## src/rtl/mbdec_pkg.sv

```systemverilog
package mbdec_pkg;
  localparam int ADDR_W   = 32;
  localparam int GRAN_LSB = 15;
  localparam int FLD_W    = ADDR_W - GRAN_LSB;
  localparam int MACH_W   = 3;
  localparam logic [MACH_W-1:0] MACH_LAST = 3'd4;

  typedef struct packed {
    logic              valid;
    logic              wp;
    logic [MACH_W-1:0] mach;
    logic [FLD_W-1:0]  base;
    logic [FLD_W-1:0]  mask;
  } bank_cfg_t;
endpackage

```

## src/rtl/mbdec_regfile.sv

```systemverilog
module mbdec_regfile
  import mbdec_pkg::*;
#(
  parameter int NBANK = 4,
  parameter logic [FLD_W-1:0] BOOT_BASE = 17'h1FF00,
  parameter logic [FLD_W-1:0] BOOT_MASK = 17'h1FF00,
  localparam int IDX_W = (NBANK > 1) ? $clog2(NBANK) : 1
) (
  input  logic             clk,
  input  logic             rst_n,
  input  logic             we,
  input  logic [IDX_W-1:0] idx,
  input  bank_cfg_t        wdata,
  output bank_cfg_t        cfg [NBANK]
);
  for (genvar g = 0; g < NBANK; g++) begin : g_bank
    bank_cfg_t nxt;
    logic      en;
    bank_cfg_t rst_val;

    always_comb begin
      rst_val = '0;
      if (g == 0) begin
        rst_val.valid = 1'b1;
        rst_val.base  = BOOT_BASE;
        rst_val.mask  = BOOT_MASK;
      end
      en  = we && (idx == IDX_W'(g));
      nxt = wdata;
    end

    always_ff @(posedge clk or negedge rst_n) begin
      if (!rst_n)  cfg[g] <= rst_val;
      else if (en) cfg[g] <= nxt;
    end
  end
endmodule

```

## src/rtl/mbdec_match.sv

```systemverilog
module mbdec_match
  import mbdec_pkg::*;
#(
  parameter int NBANK = 4
) (
  input  logic [FLD_W-1:0] addr_hi,
  input  bank_cfg_t        cfg [NBANK],
  output logic [NBANK-1:0] hit
);
  for (genvar g = 0; g < NBANK; g++) begin : g_cmp
    logic [FLD_W-1:0] diff;
    logic             legal;
    always_comb begin
      diff   = (addr_hi ^ cfg[g].base) & cfg[g].mask;
      legal  = cfg[g].mach <= MACH_LAST;
      hit[g] = cfg[g].valid && legal && (diff == '0);
    end
  end
endmodule

```

## src/rtl/mbdec_select.sv

```systemverilog
module mbdec_select
  import mbdec_pkg::*;
#(
  parameter int NBANK = 4
) (
  input  logic              clk,
  input  logic              rst_n,
  input  logic              req_valid,
  input  logic              req_write,
  input  logic [NBANK-1:0]  hit,
  input  bank_cfg_t         cfg [NBANK],
  output logic [NBANK-1:0]  cs_q,
  output logic [MACH_W-1:0] mach_q,
  output logic              perr_q,
  output logic              merr_q
);
  logic [NBANK-1:0]  win;
  logic              any;
  logic              win_wp;
  logic [MACH_W-1:0] win_mach;
  logic [NBANK-1:0]  cs_d;
  logic [MACH_W-1:0] mach_d;
  logic              perr_d;
  logic              merr_d;

  always_comb begin
    win      = '0;
    any      = 1'b0;
    win_wp   = 1'b0;
    win_mach = '0;
    for (int i = 0; i < NBANK; i++) begin
      if (hit[i] && !any) begin
        any      = 1'b1;
        win[i]   = 1'b1;
        win_wp   = cfg[i].wp;
        win_mach = cfg[i].mach;
      end
    end
  end

  always_comb begin
    cs_d   = '0;
    mach_d = '0;
    perr_d = 1'b0;
    merr_d = 1'b0;
    if (req_valid) begin
      if (!any) begin
        merr_d = 1'b1;
      end else if (win_wp && req_write) begin
        perr_d = 1'b1;
      end else begin
        cs_d   = win;
        mach_d = win_mach;
      end
    end
  end

  always_ff @(posedge clk or negedge rst_n) begin
    if (!rst_n) begin
      cs_q   <= '0;
      mach_q <= '0;
      perr_q <= 1'b0;
      merr_q <= 1'b0;
    end else begin
      cs_q   <= cs_d;
      mach_q <= mach_d;
      perr_q <= perr_d;
      merr_q <= merr_d;
    end
  end

  assert_cs_onehot_R3: assert property (@(posedge clk) disable iff (!rst_n)
    $onehot0(cs_q));
  assert_prot_blocks_cs_R5: assert property (@(posedge clk) disable iff (!rst_n)
    perr_q |-> (cs_q == '0 && mach_q == '0 && !merr_q));
  assert_miss_blocks_cs_R6: assert property (@(posedge clk) disable iff (!rst_n)
    merr_q |-> (cs_q == '0 && mach_q == '0));
  assert_legal_code_R7: assert property (@(posedge clk) disable iff (!rst_n)
    (cs_q != '0) |-> (mach_q <= MACH_LAST));
  assert_idle_quiet_R9: assert property (@(posedge clk) disable iff (!rst_n)
    !req_valid |=> (cs_q == '0 && !perr_q && !merr_q && mach_q == '0));
  assert_lowest_wins_R4: assert property (@(posedge clk) disable iff (!rst_n)
    (req_valid && hit[0] && !(req_write && cfg[0].wp)) |=> cs_q[0]);
endmodule

```

## src/rtl/mbank_addr_decode.sv

```systemverilog
module mbank_addr_decode
  import mbdec_pkg::*;
#(
  parameter int NBANK = 4,
  parameter logic [FLD_W-1:0] BOOT_BASE = 17'h1FF00,
  parameter logic [FLD_W-1:0] BOOT_MASK = 17'h1FF00,
  localparam int IDX_W = (NBANK > 1) ? $clog2(NBANK) : 1
) (
  input  logic              clk,
  input  logic              rst_n,
  input  logic              cfg_we,
  input  logic [IDX_W-1:0]  cfg_idx,
  input  logic              cfg_valid,
  input  logic              cfg_wp,
  input  logic [MACH_W-1:0] cfg_mach,
  input  logic [FLD_W-1:0]  cfg_base,
  input  logic [FLD_W-1:0]  cfg_mask,
  input  logic              req_valid,
  input  logic              req_write,
  input  logic [ADDR_W-1:0] req_addr,
  output logic [NBANK-1:0]  cs_o,
  output logic [MACH_W-1:0] mach_o,
  output logic              prot_err_o,
  output logic              miss_err_o
);
  logic [1:0]       rst_pipe;
  logic             rst_sync_n;
  bank_cfg_t        wdata;
  bank_cfg_t        cfg [NBANK];
  logic [NBANK-1:0] hit;
  logic             unused_lo;

  always_ff @(posedge clk or negedge rst_n) begin
    if (!rst_n) rst_pipe <= 2'b00;
    else        rst_pipe <= {rst_pipe[0], 1'b1};
  end
  assign rst_sync_n = rst_pipe[1];

  always_comb begin
    wdata.valid = cfg_valid;
    wdata.wp    = cfg_wp;
    wdata.mach  = cfg_mach;
    wdata.base  = cfg_base;
    wdata.mask  = cfg_mask;
  end

  assign unused_lo = ^req_addr[GRAN_LSB-1:0];

  mbdec_regfile #(.NBANK(NBANK), .BOOT_BASE(BOOT_BASE), .BOOT_MASK(BOOT_MASK)) u_regs (
    .clk(clk), .rst_n(rst_sync_n), .we(cfg_we), .idx(cfg_idx),
    .wdata(wdata), .cfg(cfg)
  );

  mbdec_match #(.NBANK(NBANK)) u_match (
    .addr_hi(req_addr[ADDR_W-1:GRAN_LSB]), .cfg(cfg), .hit(hit)
  );

  mbdec_select #(.NBANK(NBANK)) u_sel (
    .clk(clk), .rst_n(rst_sync_n), .req_valid(req_valid), .req_write(req_write),
    .hit(hit), .cfg(cfg), .cs_q(cs_o), .mach_q(mach_o),
    .perr_q(prot_err_o), .merr_q(miss_err_o)
  );

  assert_boot_alive_R1: assert property (@(posedge clk) disable iff (!rst_sync_n)
    $rose(rst_sync_n) |-> (cfg[0].valid && cfg[0].mach == '0));
endmodule

```

## config.mk

```make
export PLATFORM = sky130hd
export DESIGN_NAME = mbank_addr_decode
export DESIGN_NICKNAME = d
export VERILOG_FILES = /design/src/rtl/mbdec_pkg.sv /design/src/rtl/mbdec_regfile.sv /design/src/rtl/mbdec_match.sv /design/src/rtl/mbdec_select.sv /design/src/rtl/mbank_addr_decode.sv
export SDC_FILE = /design/constraint.sdc
export NUM_CORES = 1
export LEC_CHECK = 0
export CAP_MARGIN = 20
export CORE_ASPECT_RATIO = 1.1
export CORE_MARGIN = 3
export CORE_UTILIZATION = 59
export CTS_BUF_LIST = sky130_fd_sc_hd__clkbuf_8
export DETAILED_ROUTE_END_ITERATION = 7
export DONT_BUFFER_PORTS = 1
export PLACE_DENSITY = 0.78
export SLEW_MARGIN = 25
export SYNTH_ARGS = -nofsm -noshare
export SYNTH_HDL_FRONTEND = slang
export SYNTH_SLANG_ARGS = --single-unit
```

## constraint.sdc

```tcl
create_clock -name clk -period 5.1 [get_ports clk]
set_clock_uncertainty 0.2 [all_clocks]
set_input_delay 1.02 -clock clk [delete_from_list [all_inputs] [get_ports clk]]
set_output_delay 1.02 -clock clk [all_outputs]
set_load 0.1 [all_outputs]
```

# ---- Yosys cells after proc, flatten, opt, wreduce, memory -nomap -nowiden
# Index checks and enable logic that the tools add are counted.
dict set report totals {
  out_inout_bits 9
  memories 0
  latch_bits 0
  regBits 167
  inputBits 78
  word_cells 90
  rom_bits 0
  ram_bits 0
}
dict set report classes {
  n_eq_ne 3
  mul 0
  mux 26
  n_reduce_logical 24
  addsub 0
  order_cmp 4
  shift 0
  bitwise 8
  div_mod_pow 0
}
# op n
set op_table {}
lappend op_table {{$and A17 B17 Y17} 4}
lappend op_table {{$logic_not A17 Y1} 4}
lappend op_table {{$xor A17 B17 Y17} 4}
lappend op_table {{$mux W3} 7}
lappend op_table {{$logic_and A1 B1 Y1} 16}
lappend op_table {{$mux W1} 16}
lappend op_table {{$le A3 B3 Y1 const B} 4}
lappend op_table {{$mux W4} 3}
lappend op_table {{$eq A2 B2 Y1 const B} 2}
lappend op_table {{$logic_not A1 Y1} 3}
lappend op_table {{$eq A2 B1 Y1 const B} 1}
lappend op_table {{$logic_not A2 Y1} 1}

# ---- Longest topological paths before layout
# Gate-level depths: netlist (run 1).
dict set report depth {
  word_depth 18
  depth_mapped 8
  mapped_depth_nobuf 7
}

# ---- By module
# From an unflattened synthesis (run 1), not the netlist that was laid out.
dict set report hier_totals {
  hier_cells 497
  hier_area_um2 7373.3
}
# module cells_per_inst area_per_inst_um2 seq_area_each_um2 instances
set by_module_without_submodules {}
lappend by_module_without_submodules {mbdec_regfile 332 5820.6 3927.5 1}
lappend by_module_without_submodules {mbdec_match 116 1006.0 0.0 1}
lappend by_module_without_submodules {mbdec_select 46 493.0 225.2 1}
lappend by_module_without_submodules {mbank_addr_decode 3 53.8 50.0 1}

# ---- Worst setup path before layout (run 1)
# OpenSTA, ideal clock, no wires.
dict set report synth_path {
  path_type {input to register}
  start {input port req_addr[31]}
  end {register u_sel.perr_q}
  path_slack_ps 2138
  path_stages 7
  path_buffers 0
  t_required_ps 4780
  arrival_ps 2641
  path_cell_list {xor2_1 -> a22oi_2 -> nand3_1 -> or4_4 -> a311oi_2 -> nor2_1 -> o211a_1}
}
dict set report synth_between {
  elab_chain_len 18
  elab_cells_between_ends 34
  classes_between {mux: 11; bitwise: 8; reduce/logical: 15}
}
# element line
set synth_lines {}
lappend synth_lines {{from (decl)} mbank_addr_decode.sv:20} ;# input logic [ADDR_W-1:0] req_addr,
lappend synth_lines {{$xor A17 B17 Y17} mbdec_match.sv:14} ;# diff = (addr_hi ^ cfg[g].base) & cfg[g].mask;
lappend synth_lines {{$and A17 B17 Y17} mbdec_match.sv:14}
lappend synth_lines {{$logic_not A17 Y1} mbdec_match.sv:16} ;# hit[g] = cfg[g].valid && legal && (diff == '0);
lappend synth_lines {{$logic_and A1 B1 Y1} mbdec_match.sv:16}
lappend synth_lines {{$mux W1} mbdec_select.sv:32} ;# if (hit[i] && !any) begin
lappend synth_lines {{$logic_not A1 Y1} mbdec_select.sv:32}
lappend synth_lines {{$logic_and A1 B1 Y1} mbdec_select.sv:32}
lappend synth_lines {{$mux W1} mbdec_select.sv:32}
lappend synth_lines {{[3 not listed]} n/a}
lappend synth_lines {{$logic_not A1 Y1} mbdec_select.sv:32}
lappend synth_lines {{$logic_and A1 B1 Y1} mbdec_select.sv:32}
lappend synth_lines {{$mux W1} mbdec_select.sv:32}
lappend synth_lines {{$logic_and A1 B1 Y1} mbdec_select.sv:49} ;# end else if (win_wp && req_write) begin
lappend synth_lines {{$mux W1} mbdec_select.sv:49}
lappend synth_lines {{$mux W1 (*)} mbdec_select.sv:47} ;# if (!any) begin
lappend synth_lines {{$mux W1 (*)} mbdec_select.sv:46} ;# if (req_valid) begin
lappend synth_lines {{named net u_sel.perr_d} mbdec_select.sv:23} ;# logic perr_d;
lappend synth_lines {{to (signal assigned)} mbdec_select.sv:67} ;# perr_q <= perr_d;
lappend synth_lines {{to (decl)} mbdec_select.sv:14} ;# output logic perr_q,
# The timed path passes the listed nets; every way through them passes the cells marked *.
# A chain may end at the register's enable or synchronous reset.

# ---- Worst setup path in the final report (run 1)
dict set report layout_path {
  start {input port req_addr[20]}
  end {register u_sel.mach_q[0]}
}
dict set report layout_between {
  elab_chain_len 18
  elab_cells_between_ends 38
  classes_between {mux: 15; bitwise: 8; reduce/logical: 15}
}
# element line
set layout_lines {}
lappend layout_lines {{$xor A17 B17 Y17} mbdec_match.sv:14}
lappend layout_lines {{$and A17 B17 Y17} mbdec_match.sv:14}
lappend layout_lines {{$logic_not A17 Y1} mbdec_match.sv:16}
lappend layout_lines {{$logic_and A1 B1 Y1} mbdec_match.sv:16}
lappend layout_lines {{$mux W1} mbdec_select.sv:32}
lappend layout_lines {{$logic_not A1 Y1} mbdec_select.sv:32}
lappend layout_lines {{$logic_and A1 B1 Y1} mbdec_select.sv:32}
lappend layout_lines {{$mux W1} mbdec_select.sv:32}
lappend layout_lines {{[3 not listed]} n/a}
lappend layout_lines {{$logic_not A1 Y1} mbdec_select.sv:32}
lappend layout_lines {{$logic_and A1 B1 Y1} mbdec_select.sv:32}
lappend layout_lines {{$mux W1} mbdec_select.sv:32}
lappend layout_lines {{$logic_and A1 B1 Y1} mbdec_select.sv:49}
lappend layout_lines {{$mux W3} mbdec_select.sv:49}
lappend layout_lines {{$mux W3 (*)} mbdec_select.sv:47}
lappend layout_lines {{$mux W3 (*)} mbdec_select.sv:46}
lappend layout_lines {{named net u_sel.mach_d[0]} mbdec_select.sv:22} ;# logic [MACH_W-1:0] mach_d;
lappend layout_lines {{to (signal assigned)} mbdec_select.sv:66} ;# mach_q <= mach_d;
lappend layout_lines {{to (decl)} mbdec_select.sv:13} ;# output logic [MACH_W-1:0] mach_q,
# Marks and branches as above.

==> results of run 1 <==
[state kept, by name (all words and copies together), names as in the netlist]
name	count
u_regs.cfg	156
u_sel.perr_q	1
u_sel.mach_q	3
u_sel.cs_q	4
rst_pipe	2
u_sel.merr_q	1
[worst max path at each step]
| stage | start | to | slack, ns | cells after the start |
|---|---|---|---|---|
| after floorplan | req_addr[31] | u_sel.perr_q | 2.14 | 7 |
| after global placement | req_addr[20] | u_sel.mach_q[0] | 1.69 | 7 |
| after detailed placement | req_addr[20] | u_sel.mach_q[0] | 1.73 | 7 |
| after CTS | req_addr[20] | u_sel.mach_q[0] | 2.22 | 7 |
| after global routing | req_addr[20] | u_sel.mach_q[2] | 2.10 | 7 |
| final | req_addr[20] | u_sel.mach_q[0] | 2.17 | 7 |
[cell families (layout without fill, tap and decap cells)]
kind of cell,after synthesis,in the layout,synth area share
AO/OA/AOI/OAI,50,50,0.0544
XOR/XNOR,68,68,0.0815
buffers and inverters,20,42,0.0104
flip-flops,167,167,0.575
multiplexers,155,155,0.239
other,1,1,0.000513
AND/OR/NAND/NOR,48,48,0.0395
[cell usage after synthesis (all sizes together), types with 3 or more instances]
| cell type | n | area (µm²) |
|---|---|---|
| mux2 | 155 | 1750 |
| dfrtp | 148 | 3700 |
| xor2 | 67 | 587 |
| a22oi | 24 | 190 |
| dfstp | 19 | 499 |
| nand2 | 16 | 60.1 |
| clkbuf | 13 | 48.8 |
| a22o | 5 | 43.8 |
| nand4 | 5 | 31.3 |
| nor3 | 5 | 36.3 |
| nor3b | 5 | 37.5 |
| o21ai | 5 | 25.0 |
| a221oi | 4 | 35.0 |
| buf | 4 | 16.3 |
| a21oi | 3 | 15.0 |
| inv | 3 | 11.3 |
| nor4 | 3 | 25.0 |
[cell type report]
class,instances,share of cell area
Clock buffer,18,0.0310
Tap cell,154,0.0241
Multi-Input combinational cell,322,0.381
Sequential cell,167,0.527
Clock inverter,14,0.0288
Timing Repair Buffer,7,0.00658
Inverter,3,0.00141
[per-stage QoR]
step           instances  power [W]   util  area [µm²]
2_1_floorplan        509    0.00214      -        7310
3_3_place_gp         653    0.00227  0.621        7500
3_5_place_dp         653    0.00231  0.621        7500
4_1_cts              685    0.00341  0.660        7980
5_1_grt              685    0.00355  0.660        7980
6_report             685    0.00339  0.660        7980
[per-layer routing]
layer | track usage | share of wire | vias up
li1 | - | - | 1860
met1 | 0.292 | 0.42 | 2160
met2 | 0.375 | 0.50 | 106
met3 | 0.0710 | 0.059 | 26
met4 | 0.0999 | 0.026 | 0
met5 | 0 | 0 | -
[report_power, final]
part	switching, W	internal (W)
Sequential	0.000157	0.00158
Clock	0.000469	0.000641
Combinational	0.000244	0.000297
Total	0.000870	0.00252
==> summary.md, run 1 <==
| Metric | Value |
|---|---|
| Hold_buf cts | `0` |
| Commonest non-fill, non-tap cell in the layout | `mux2_2` |
| RePlAce Congestion | `0.802` |
| Gr usage total | `0.232` |
| DR WL/cell | `21.7 µm` |
| Vias in the first global route | `4474` |
| Worst slew pin tran | `0.870 ns` |
| # DRC | `0` |
| CTS H-tree lvls | `4` |
| Cells after Synth | `509` |
| Gr ovfl total | `0` |
| Worst-path maximum fanout | `4` |
| Ys Warns | `0` |
| Nets@finish | `596` |
| Worst Reg-to-Reg Cells | `7` |
| Fill count | `866` |
| Core box area | `12100 µm²` |
| Period utilization | `0.575` |
| Pre-CTS setup slack | `1.73 ns` |
| Crit path max-delay cell type | `a2111oi_0` |
| Worst vdd rail ir drop | `0.249 mV` |
| Syn_area_per_cell | `14.4 µm²` |
| Top Ports | `87` |
| Crit path largest cell delay | `0.70 ns` |
| Bufs and invs on worst path | `0` |
| Cts bufs inserted | `17` |
| CTS sink cnt | `167` |
| Starting Density | `0.605` |
| First-pass GRT wire length | `24.0 mm` |
| Vias per cell | `6.06` |
| Die Ht | `123 µm` |
| Register area share after synthesis | `0.575` |
| Register bit total from synthesis | `167` |
| FF-to-FF End | `u_sel.mach_q[0]` |
| Fraction of layout cells with a size suffix above 1 | `0.422` |
| Ant. Diodes | `0` |
| CTS tree | `done` |
| Sequential cell area | `4210 µm²` |
| Async set-reset flop share out of synthesis | `1.00` |
| Number of post-CTS setup repair buffers | `0` |
| Area of the mapped netlist | `7310 µm²` |
| Remaining antenna violation count after routing | `0` |
| Final worst slack | `2.17 ns` |
| HP Class | `primary input to asynchronous set/reset pin` |
| Min cycle time layout | `2.93 ns` |
| IO buf count | `0` |
| Synthesis-to-layout area growth | `9.19%` |
| Max cap viols | `0` |
| Die area | `13800 µm²` |
| Hpwl dp | `10.5 mm` |
| Initial antenna violation count | `0` |
| PwrDens | `424 nW/µm²` |
| Max Fclk | `341 MHz` |
| CP Class | `primary input to register` |
| CP Cell Sequence | `xor2_1 > a22o_1 > a2111oi_0 > and4_1 > nor4b_2 > nand2_1 > a31oi_1` |
| Hold Slack | `0.0560 ns` |
| Setup TNS | `0 ns` |
| Iter 0 DRT Violations | `252` |
| Routed WL | `14.9 mm` |
| CP top delay family | `compound AO/OA/AOI/OAI gates` |
| Via count | `4152` |
| FF-to-FF Start | `u_regs.cfg[22]` |
| Largest net degree at the start of global routing | `66` |
| Critical path startpoint category | `primary input` |
| Ys flop type | `dfrtp_1` |
| Leakage | `3.43 nW` |
| Die X | `112 µm` |
| Row cnt | `42` |
| Max Slew Vio Count | `0` |
| Mapped Nets | `587` |
| Crit end category | `register` |
| # setup viols final | `0` |
| CTS clock-pin slew for the worst setup and hold paths | `0.08 ns` |
| Multi-input logic area | `3040 µm²` |
| Final hold vios | `0` |
| TritonRoute pass-1 iters | `4` |
| Clock root cell | `clkbuf_8` |
| Status | `finished, final reports clean` |
| Worst path arrival time | `3.11 ns` |
| Reg2Reg Setup Slack | `2.35 ns` |
| Clk buf depth | `2` |
| Synth unique cells | `40` |
| RSZ-0062 raised after global routing | `no` |
| Relative slew slack | `0.420` |
| Clock Latency Late Sink | `0.46 ns` |
| Most frequent cells in the layout | `155 x mux2_2, 147 x dfrtp_1, 67 x xor2_1` |
| EDFF count, synth | `0` |
| Critical Path RT | `5.28 ns` |
| Post-CTS sizing | `0` |
Note: power is estimated with default switching activity, not from simulation.
==> run 2, diff against run 1 <==
--- a/config.mk
+++ b/config.mk
@@ -8,11 +8,11 @@
 export CAP_MARGIN = 20
 export CORE_ASPECT_RATIO = 1.1
 export CORE_MARGIN = 3
-export CORE_UTILIZATION = 59
+export CORE_UTILIZATION = 65
 export CTS_BUF_LIST = sky130_fd_sc_hd__clkbuf_8
 export DETAILED_ROUTE_END_ITERATION = 7
 export DONT_BUFFER_PORTS = 1
-export PLACE_DENSITY = 0.78
+export PLACE_DENSITY = 0.81
 export SLEW_MARGIN = 25
 export SYNTH_ARGS = -nofsm -noshare
 export SYNTH_HDL_FRONTEND = slang
==> constraint.sdc (replaced) <==
create_clock -name clk -period 3 [get_ports clk]
set_clock_uncertainty 0.2 [all_clocks]
set_input_delay 0.6 -clock clk [delete_from_list [all_inputs] [get_ports clk]]
set_output_delay 0.6 -clock clk [all_outputs]
set_load 0.1 [all_outputs]
==> summary.md, run 2 (synthesis results as in run 1) <==
| Metric | Value |
|---|---|
| FF-to-FF Start | `u_regs.cfg[101] (was u_regs.cfg[22])` |
| End of the critical path | `u_sel.mach_q[2] (was u_sel.mach_q[0])` |
| Top Ports | `87 (unchanged)` |
| Status | `finished, final reports clean (unchanged)` |
| Register share of total power | `0.523 (was 0.513)` |
| PwrDens | `706 nW/µm² (was 424 nW/µm²)` |
| Post-CTS sizing | `0 (unchanged)` |
| Relative slew slack | `0.411 (was 0.420)` |
| Number of post-CTS setup repair buffers | `0 (unchanged)` |
| Initial antenna violation count | `0 (unchanged)` |
| CTS sink cnt | `167 (unchanged)` |
| RSZ-0062 raised after global routing | `no (unchanged)` |
| Switching portion of total power | `0.262 (was 0.257)` |
| Row cnt | `39 (was 42)` |
| Nets@finish | `601 (was 596)` |
| Worst vdd rail ir drop | `0.483 mV (was 0.249 mV)` |
| Crit end category | `register (unchanged)` |
| Crit path max-delay cell type | `or4_4 (was a2111oi_0)` |
| Remaining antenna violation count after routing | `0 (unchanged)` |
| Fill count | `678 (was 866)` |
| Cts bufs inserted | `17 (unchanged)` |
| CP Depth | `7 (unchanged)` |
| HP Class | `primary input to register (was primary input to asynchronous set/reset pin)` |
| First-pass GRT wire length | `24.2 mm (was 24.0 mm)` |
| TritonRoute pass-1 iters | `5 (was 4)` |
| Reg with most FFs | `u_regs.cfg (unchanged)` |
| Synthesis-to-layout area growth | `9.52% (was 9.19%)` |
| Via count | `4178 (was 4152)` |
| Max Slew Vio Count | `0 (unchanged)` |
| CP top delay family | `compound AO/OA/AOI/OAI gates (unchanged)` |
| Reg2Reg Setup Slack | `0.33 ns (was 2.35 ns)` |
| CP Class | `register to register (was primary input to register)` |
| Worst Reg-to-Reg Cells | `7 (unchanged)` |
| Switch Pwr | `0.00148 W (was 0.000870 W)` |
| Die X | `107 µm (was 112 µm)` |
| Die Ht | `117 µm (was 123 µm)` |
| Hpwl dp | `10.4 mm (was 10.5 mm)` |
| Largest register FFs | `156 (unchanged)` |
| Max Fclk | `374 MHz` |
| Clock Latency Late Sink | `0.44 ns (was 0.46 ns)` |
| Vias per cell | `6.15 (was 6.06)` |
| FF-to-FF End | `u_sel.mach_q[2] (was u_sel.mach_q[0])` |
| Worst-path maximum fanout | `5 (was 4)` |
| Util after Layout | `0.749 (was 0.660)` |
| Clock power frac | `0.312 (was 0.328)` |
| # DRC | `0 (unchanged)` |
| CTS tree | `done (unchanged)` |
| Placed instance count | `646 (was 653)` |
| Crit path largest cell delay | `0.56 ns (was 0.70 ns)` |
| Iter 0 DRT Violations | `220 (was 252)` |
| Largest regs | `u_regs.cfg x156, u_sel.cs_q x4, u_sel.mach_q x3 (unchanged)` |
| Core box area | `10700 µm² (was 12100 µm²)` |
| P_int | `0.00417 W (was 0.00252 W)` |
| Routed WL | `15.0 mm (was 14.9 mm)` |
| Clk buf depth | `2 (unchanged)` |
| Commonest non-fill, non-tap cell in the layout | `mux2_2 (unchanged)` |
| DR WL/cell | `22.1 µm (was 21.7 µm)` |
| Worst setup startpoint | `u_regs.cfg[101] (was req_addr[20])` |
| Layout Cells excl Fill | `679 (was 685)` |
| Pre-CTS setup slack | `0.165 ns (was 1.73 ns)` |
| Gr usage total | `0.257 (was 0.232)` |
| Most frequent cells in the layout | `155 x mux2_2, 147 x dfrtp_1, 67 x xor2_1 (unchanged)` |
| Largest net degree at the start of global routing | `60 (was 66)` |
| Die area | `12600 µm² (was 13800 µm²)` |
| Fraction of layout cells with a size suffix above 1 | `0.425 (was 0.422)` |
| Bufs and invs on worst path | `0 (unchanged)` |
| IO buf count | `0 (unchanged)` |
| Gr ovfl total | `0 (unchanged)` |
| Min cycle time layout | `2.67 ns` |
| CP Cell Sequence | `xor2_1 > a22oi_1 > nand2_1 > or4_4 > a311oi_2 > o211ai_2 > a31oi_1 (was xor2_1 > a22o_1 > a2111oi_0 > and4_1 > nor4b_2 > nand2_1 > a31oi_1)` |
| Worst path arrival time | `2.83 ns (was 3.11 ns)` |
| RePlAce Congestion | `0.800 (was 0.802)` |
| Final hold vios | `0 (unchanged)` |
| Max cap viols | `0 (unchanged)` |
| Ant. Diodes | `0 (unchanged)` |
| Period utilization | `0.890` |
| Worst slew pin tran | `0.885 ns (was 0.870 ns)` |
| CTS H-tree lvls | `4 (unchanged)` |
| Final worst slack | `0.329 ns (was 2.17 ns)` |
| Vias in the first global route | `4525 (was 4474)` |
| Setup TNS | `0 ns (unchanged)` |
| Starting Density | `0.684 (was 0.605)` |
| Critical path startpoint category | `register (was primary input)` |
| Leakage | `3.45 nW (was 3.43 nW)` |
| # setup viols final | `0 (unchanged)` |
| Clock root cell | `clkbuf_8 (unchanged)` |
| CTS clock-pin slew for the worst setup and hold paths | `0.09 ns (was 0.08 ns)` |
| Combinational share of power | `0.164 (was 0.160)` |
| Critical Path RT | `3.16 ns (was 5.28 ns)` |
[run 2: worst min-delay path by stage]
stage               from      endpoint  slack (ns)  cells past startpoint
4_1_cts        req_valid  u_sel.merr_q        0.05                      2
6_report       req_valid  u_sel.merr_q        0.07                      2
3_3_place_gp       rst_n   rst_pipe[0]        0.10                      0
5_1_grt        req_valid  u_sel.perr_q        0.06                      1
2_1_floorplan      rst_n   rst_pipe[0]        0.10                      0
3_5_place_dp       rst_n   rst_pipe[0]        0.10                      0
[run 2: layout make-up]
| cell class | instances | area (µm²) | area share |
|---|---|---|---|
| Sequential cell | 167 | 4210 | 0.525 |
| Multi-Input combinational cell | 322 | 3040 | 0.380 |
| Clock buffer | 20 | 275 | 0.0344 |
| Tap cell | 143 | 179 | 0.0223 |
| Clock inverter | 12 | 175 | 0.0219 |
| Timing Repair Buffer | 12 | 118 | 0.0147 |
| Inverter | 3 | 11.3 | 0.00141 |
[run 2: power by group through the flow]
| stage | combinational [W] | sequential [W] | clock (W) |
|---|---|---|---|
| floorplan | 0.000699 | 0.00294 | 0 |
| global placement | 0.000888 | 0.00297 | 0 |
| detailed placement | 0.000924 | 0.00300 | 0 |
| CTS | 0.000937 | 0.00296 | 0.00179 |
| global route | 0.00101 | 0.00302 | 0.00188 |
| finish | 0.000929 | 0.00296 | 0.00177 |
[run 2: per-layer routing]
layer | up-vias | wire, µm | track usage
li1 | 1861 | - | -
met4 | 0 | 217 | 0.0682
met1 | 2185 | 6240 | 0.337
met3 | 20 | 855 | 0.0658
met2 | 112 | 7700 | 0.432
met5 | - | 0 | 0
[run 2: stage by stage]
| step | cell area, µm² | power, W | hold slack [ns] |
|---|---|---|---|
| global route | 8010 | 0.00591 | 0.0642 |
| detailed placement | 7550 | 0.00393 | 0.104 |
| floorplan | 7310 | 0.00364 | 0.104 |
| CTS | 8010 | 0.00568 | 0.0530 |
| finish | 8010 | 0.00565 | 0.0713 |
| global placement | 7550 | 0.00386 | 0.104 |
[run 2: timing repair]
action                     in CTS  in global routing
hold buffers                    1                  0
setup endpoints to repair       0                  0
hold endpoints to repair        2                  0
==> run 3, diff against run 2 <==
==> constraint.sdc (replaced) <==
create_clock -name clk -period 3 [get_ports clk]
set_clock_uncertainty 0.2 [all_clocks]
set_input_delay 0.15 -clock clk [delete_from_list [all_inputs] [get_ports clk]]
set_output_delay 0.15 -clock clk [all_outputs]
set_load 0.1 [all_outputs]
==> summary.md, run 3 (synthesis results as in run 1) <==
| Metric | Value |
|---|---|
| Largest register FFs | `156 (unchanged)` |
| FF-to-FF Start | `u_regs.cfg[101] (unchanged)` |
| Cts bufs inserted | `17 (unchanged)` |
| Worst vdd rail ir drop | `0.376 mV (was 0.483 mV)` |
| Reg2Reg Setup Slack | `0.26 ns (was 0.33 ns)` |
| CTS clock-pin slew for the worst setup and hold paths | `0.08 ns (was 0.09 ns)` |
| PwrDens | `659 nW/µm² (was 706 nW/µm²)` |
| Hpwl dp | `10.2 mm (was 10.4 mm)` |
| Die Ht | `117 µm (unchanged)` |
| Starting Density | `0.684 (unchanged)` |
| Status | `finished, final reports clean (unchanged)` |
| Switching portion of total power | `0.268 (was 0.262)` |
| CP Cell Sequence | `xor2_1 > a22oi_1 > nand2_1 > or4_4 > a311oi_2 > o211ai_2 > nor4_2 (was xor2_1 > a22oi_1 > nand2_1 > or4_4 > a311oi_2 > o211ai_2 > a31oi_1)` |
| TritonRoute pass-1 iters | `4 (was 5)` |
| Worst slew pin tran | `0.889 ns (was 0.885 ns)` |
| First-pass GRT wire length | `24.2 mm (unchanged)` |
| Gr usage total | `0.259 (was 0.257)` |
| Clk buf depth | `2 (unchanged)` |
| CTS tree | `done (unchanged)` |
| Fill count | `615 (was 678)` |
| Routed WL | `15.2 mm (was 15.0 mm)` |
| Largest net degree at the start of global routing | `166 (was 60)` |
| Period utilization | `0.913 (was 0.890)` |
| Worst-path maximum fanout | `5 (unchanged)` |
| Worst setup startpoint | `u_regs.cfg[101] (unchanged)` |
| Critical path startpoint category | `register (unchanged)` |
| Max Fclk | `365 MHz (was 374 MHz)` |
| Register share of total power | `0.535 (was 0.523)` |
| P_int | `0.00403 W (was 0.00417 W)` |
| Worst path arrival time | `2.87 ns (was 2.83 ns)` |
| # DRC | `0 (unchanged)` |
| CP Class | `register to register (unchanged)` |
| Leakage | `3.59 nW (was 3.45 nW)` |
| Remaining antenna violation count after routing | `0 (unchanged)` |
| FF-to-FF End | `u_sel.cs_q[0] (was u_sel.mach_q[2])` |
| RSZ-0062 raised after global routing | `no (unchanged)` |
| Multi-input logic area | `3040 µm² (unchanged)` |
| Clock power frac | `0.281 (was 0.312)` |
| Relative slew slack | `0.407 (was 0.411)` |
| Via count | `4298 (was 4178)` |
| Reg with most FFs | `u_regs.cfg (unchanged)` |
| Clock root cell | `clkbuf_8 (unchanged)` |
| Initial antenna violation count | `1 (was 0)` |
| Commonest non-fill, non-tap cell in the layout | `mux2_2 (unchanged)` |
| IO buf count | `0 (unchanged)` |
| Sequential cell area | `4210 µm² (unchanged)` |
| Nets@finish | `643 (was 601)` |
| DR WL/cell | `21.1 µm (was 22.1 µm)` |
| Synthesis-to-layout area growth | `14.3% (was 9.52%)` |
| End of the critical path | `u_sel.cs_q[0] (was u_sel.mach_q[2])` |
| Gr ovfl total | `0 (unchanged)` |
| HP Class | `primary input to register (unchanged)` |
| Row cnt | `39 (unchanged)` |
| Iter 0 DRT Violations | `224 (was 220)` |
| Core box area | `10700 µm² (unchanged)` |
| Max Slew Vio Count | `0 (unchanged)` |
| CTS sink cnt | `167 (unchanged)` |
| Post-CTS sizing | `0 (unchanged)` |
| Vias in the first global route | `4554 (was 4525)` |
| Worst Reg-to-Reg Cells | `7 (unchanged)` |
| Placed instance count | `644 (was 646)` |
| CTS H-tree lvls | `4 (unchanged)` |
| Max cap viols | `0 (unchanged)` |
| Layout Cells excl Fill | `721 (was 679)` |
| Top Ports | `87 (unchanged)` |
| Hold Slack | `0.0569 ns (was 0.0713 ns)` |
| RePlAce Congestion | `0.826 (was 0.800)` |
| Combinational share of power | `0.184 (was 0.164)` |
| Die area | `12600 µm² (unchanged)` |
| Vias per cell | `5.96 (was 6.15)` |
| Crit end category | `register (unchanged)` |
| Setup TNS | `0 ns (unchanged)` |
| Crit path largest cell delay | `0.55 ns (was 0.56 ns)` |
| Critical Path RT | `3.13 ns (was 3.16 ns)` |
| Switch Pwr | `0.00148 W (about the same)` |
| Clock Latency Late Sink | `0.43 ns (was 0.44 ns)` |
| Most frequent cells in the layout | `155 x mux2_2, 147 x dfrtp_1, 67 x xor2_1 (unchanged)` |
| Die X | `107 µm (unchanged)` |
| Final hold vios | `0 (unchanged)` |
| Largest regs | `u_regs.cfg x156, u_sel.cs_q x4, u_sel.mach_q x3 (unchanged)` |
| Min cycle time layout | `2.74 ns (was 2.67 ns)` |
| Fraction of layout cells with a size suffix above 1 | `0.386 (was 0.425)` |
| Crit path max-delay cell type | `or4_4 (unchanged)` |
| # setup viols final | `0 (unchanged)` |
-- run 3: cell types whose count changed in the layout (fill, tap and decap cells not counted), sizes merged, moves of 2 or more --
| cell | delta |
|---|---|
| dlygate4sd3 | +44 |
| buf | -2 |
| bufinv | -2 |
| clkinv | -2 |
| inv | +2 |
-- run 3: routing by layer --
layer	up-vias	share of wire	global-route usage
met4	0	0.012	0.0759
met2	101	0.52	0.446
met5	-	0	0
li1	1951	-	-
met3	14	0.045	0.0560
met1	2232	0.42	0.335
-- run 3: area by class of cell --
class	instances	area share
Antenna cell	1	0.000299
Clock buffer	20	0.0329
Clock inverter	11	0.0130
Inverter	3	0.00135
Multi-Input combinational cell	322	0.364
Sequential cell	167	0.503
Tap cell	143	0.0214
Timing Repair Buffer	54	0.0635
-- run 3: how the worst min path moves through the flow --
| stage | from | endpoint | slack (ns) | depth (start not counted) |
|---|---|---|---|---|
| final | req_addr[17] | u_sel.cs_q[0] | 0.06 | 4 |
| after global routing | req_addr[17] | u_sel.cs_q[0] | 0.06 | 4 |
| after CTS | req_addr[30] | u_sel.cs_q[0] | 0.01 | 4 |
| after detailed placement | rst_n | rst_pipe[0] | -0.35 | 0 |
| after global placement | rst_n | rst_pipe[0] | -0.35 | 0 |
| after floorplan | rst_n | rst_pipe[0] | -0.35 | 0 |
-- run 3: stage by stage --
| stage | total power, W | setup slack, ns | instance area, µm² | utilization |
|---|---|---|---|---|
| after floorplan | 0.00364 | 0.0560 | 7310 | - |
| after global placement | 0.00385 | 0.463 | 7520 | 0.704 |
| after detailed placement | 0.00392 | 0.335 | 7520 | 0.704 |
| after CTS | 0.00553 | 0.314 | 8350 | 0.782 |
| after global routing | 0.00575 | 0.186 | 8360 | 0.782 |
| final | 0.00550 | 0.262 | 8360 | 0.782 |
-- run 3: critical path, delay by kind of cell (launching register included) --
kind                      cells  cell delay [ns]
AOI/OAI and AO/OA             3             0.92
xor gates and xnor gates      1             0.14
DFF                           1             0.39
and+or+nand+nor               3             0.96
-- run 3: power by group through the flow --
stage / clock network (W) / logic, W / registers [W]
after global routing: 0.00166 / 0.00110 / 0.00299
after CTS: 0.00157 / 0.00102 / 0.00294
after global placement: 0 / 0.000897 / 0.00296
final: 0.00154 / 0.00101 / 0.00295
after floorplan: 0 / 0.000699 / 0.00294
after detailed placement: 0 / 0.000935 / 0.00299
-- run 3: timing repair --
action | in CTS | in global routing
hold buffers | 45 | 0
hold endpoints to repair | 167 | 0
endpoints found under the setup margin | 0 | 0
buffers inserted | 0 | 0
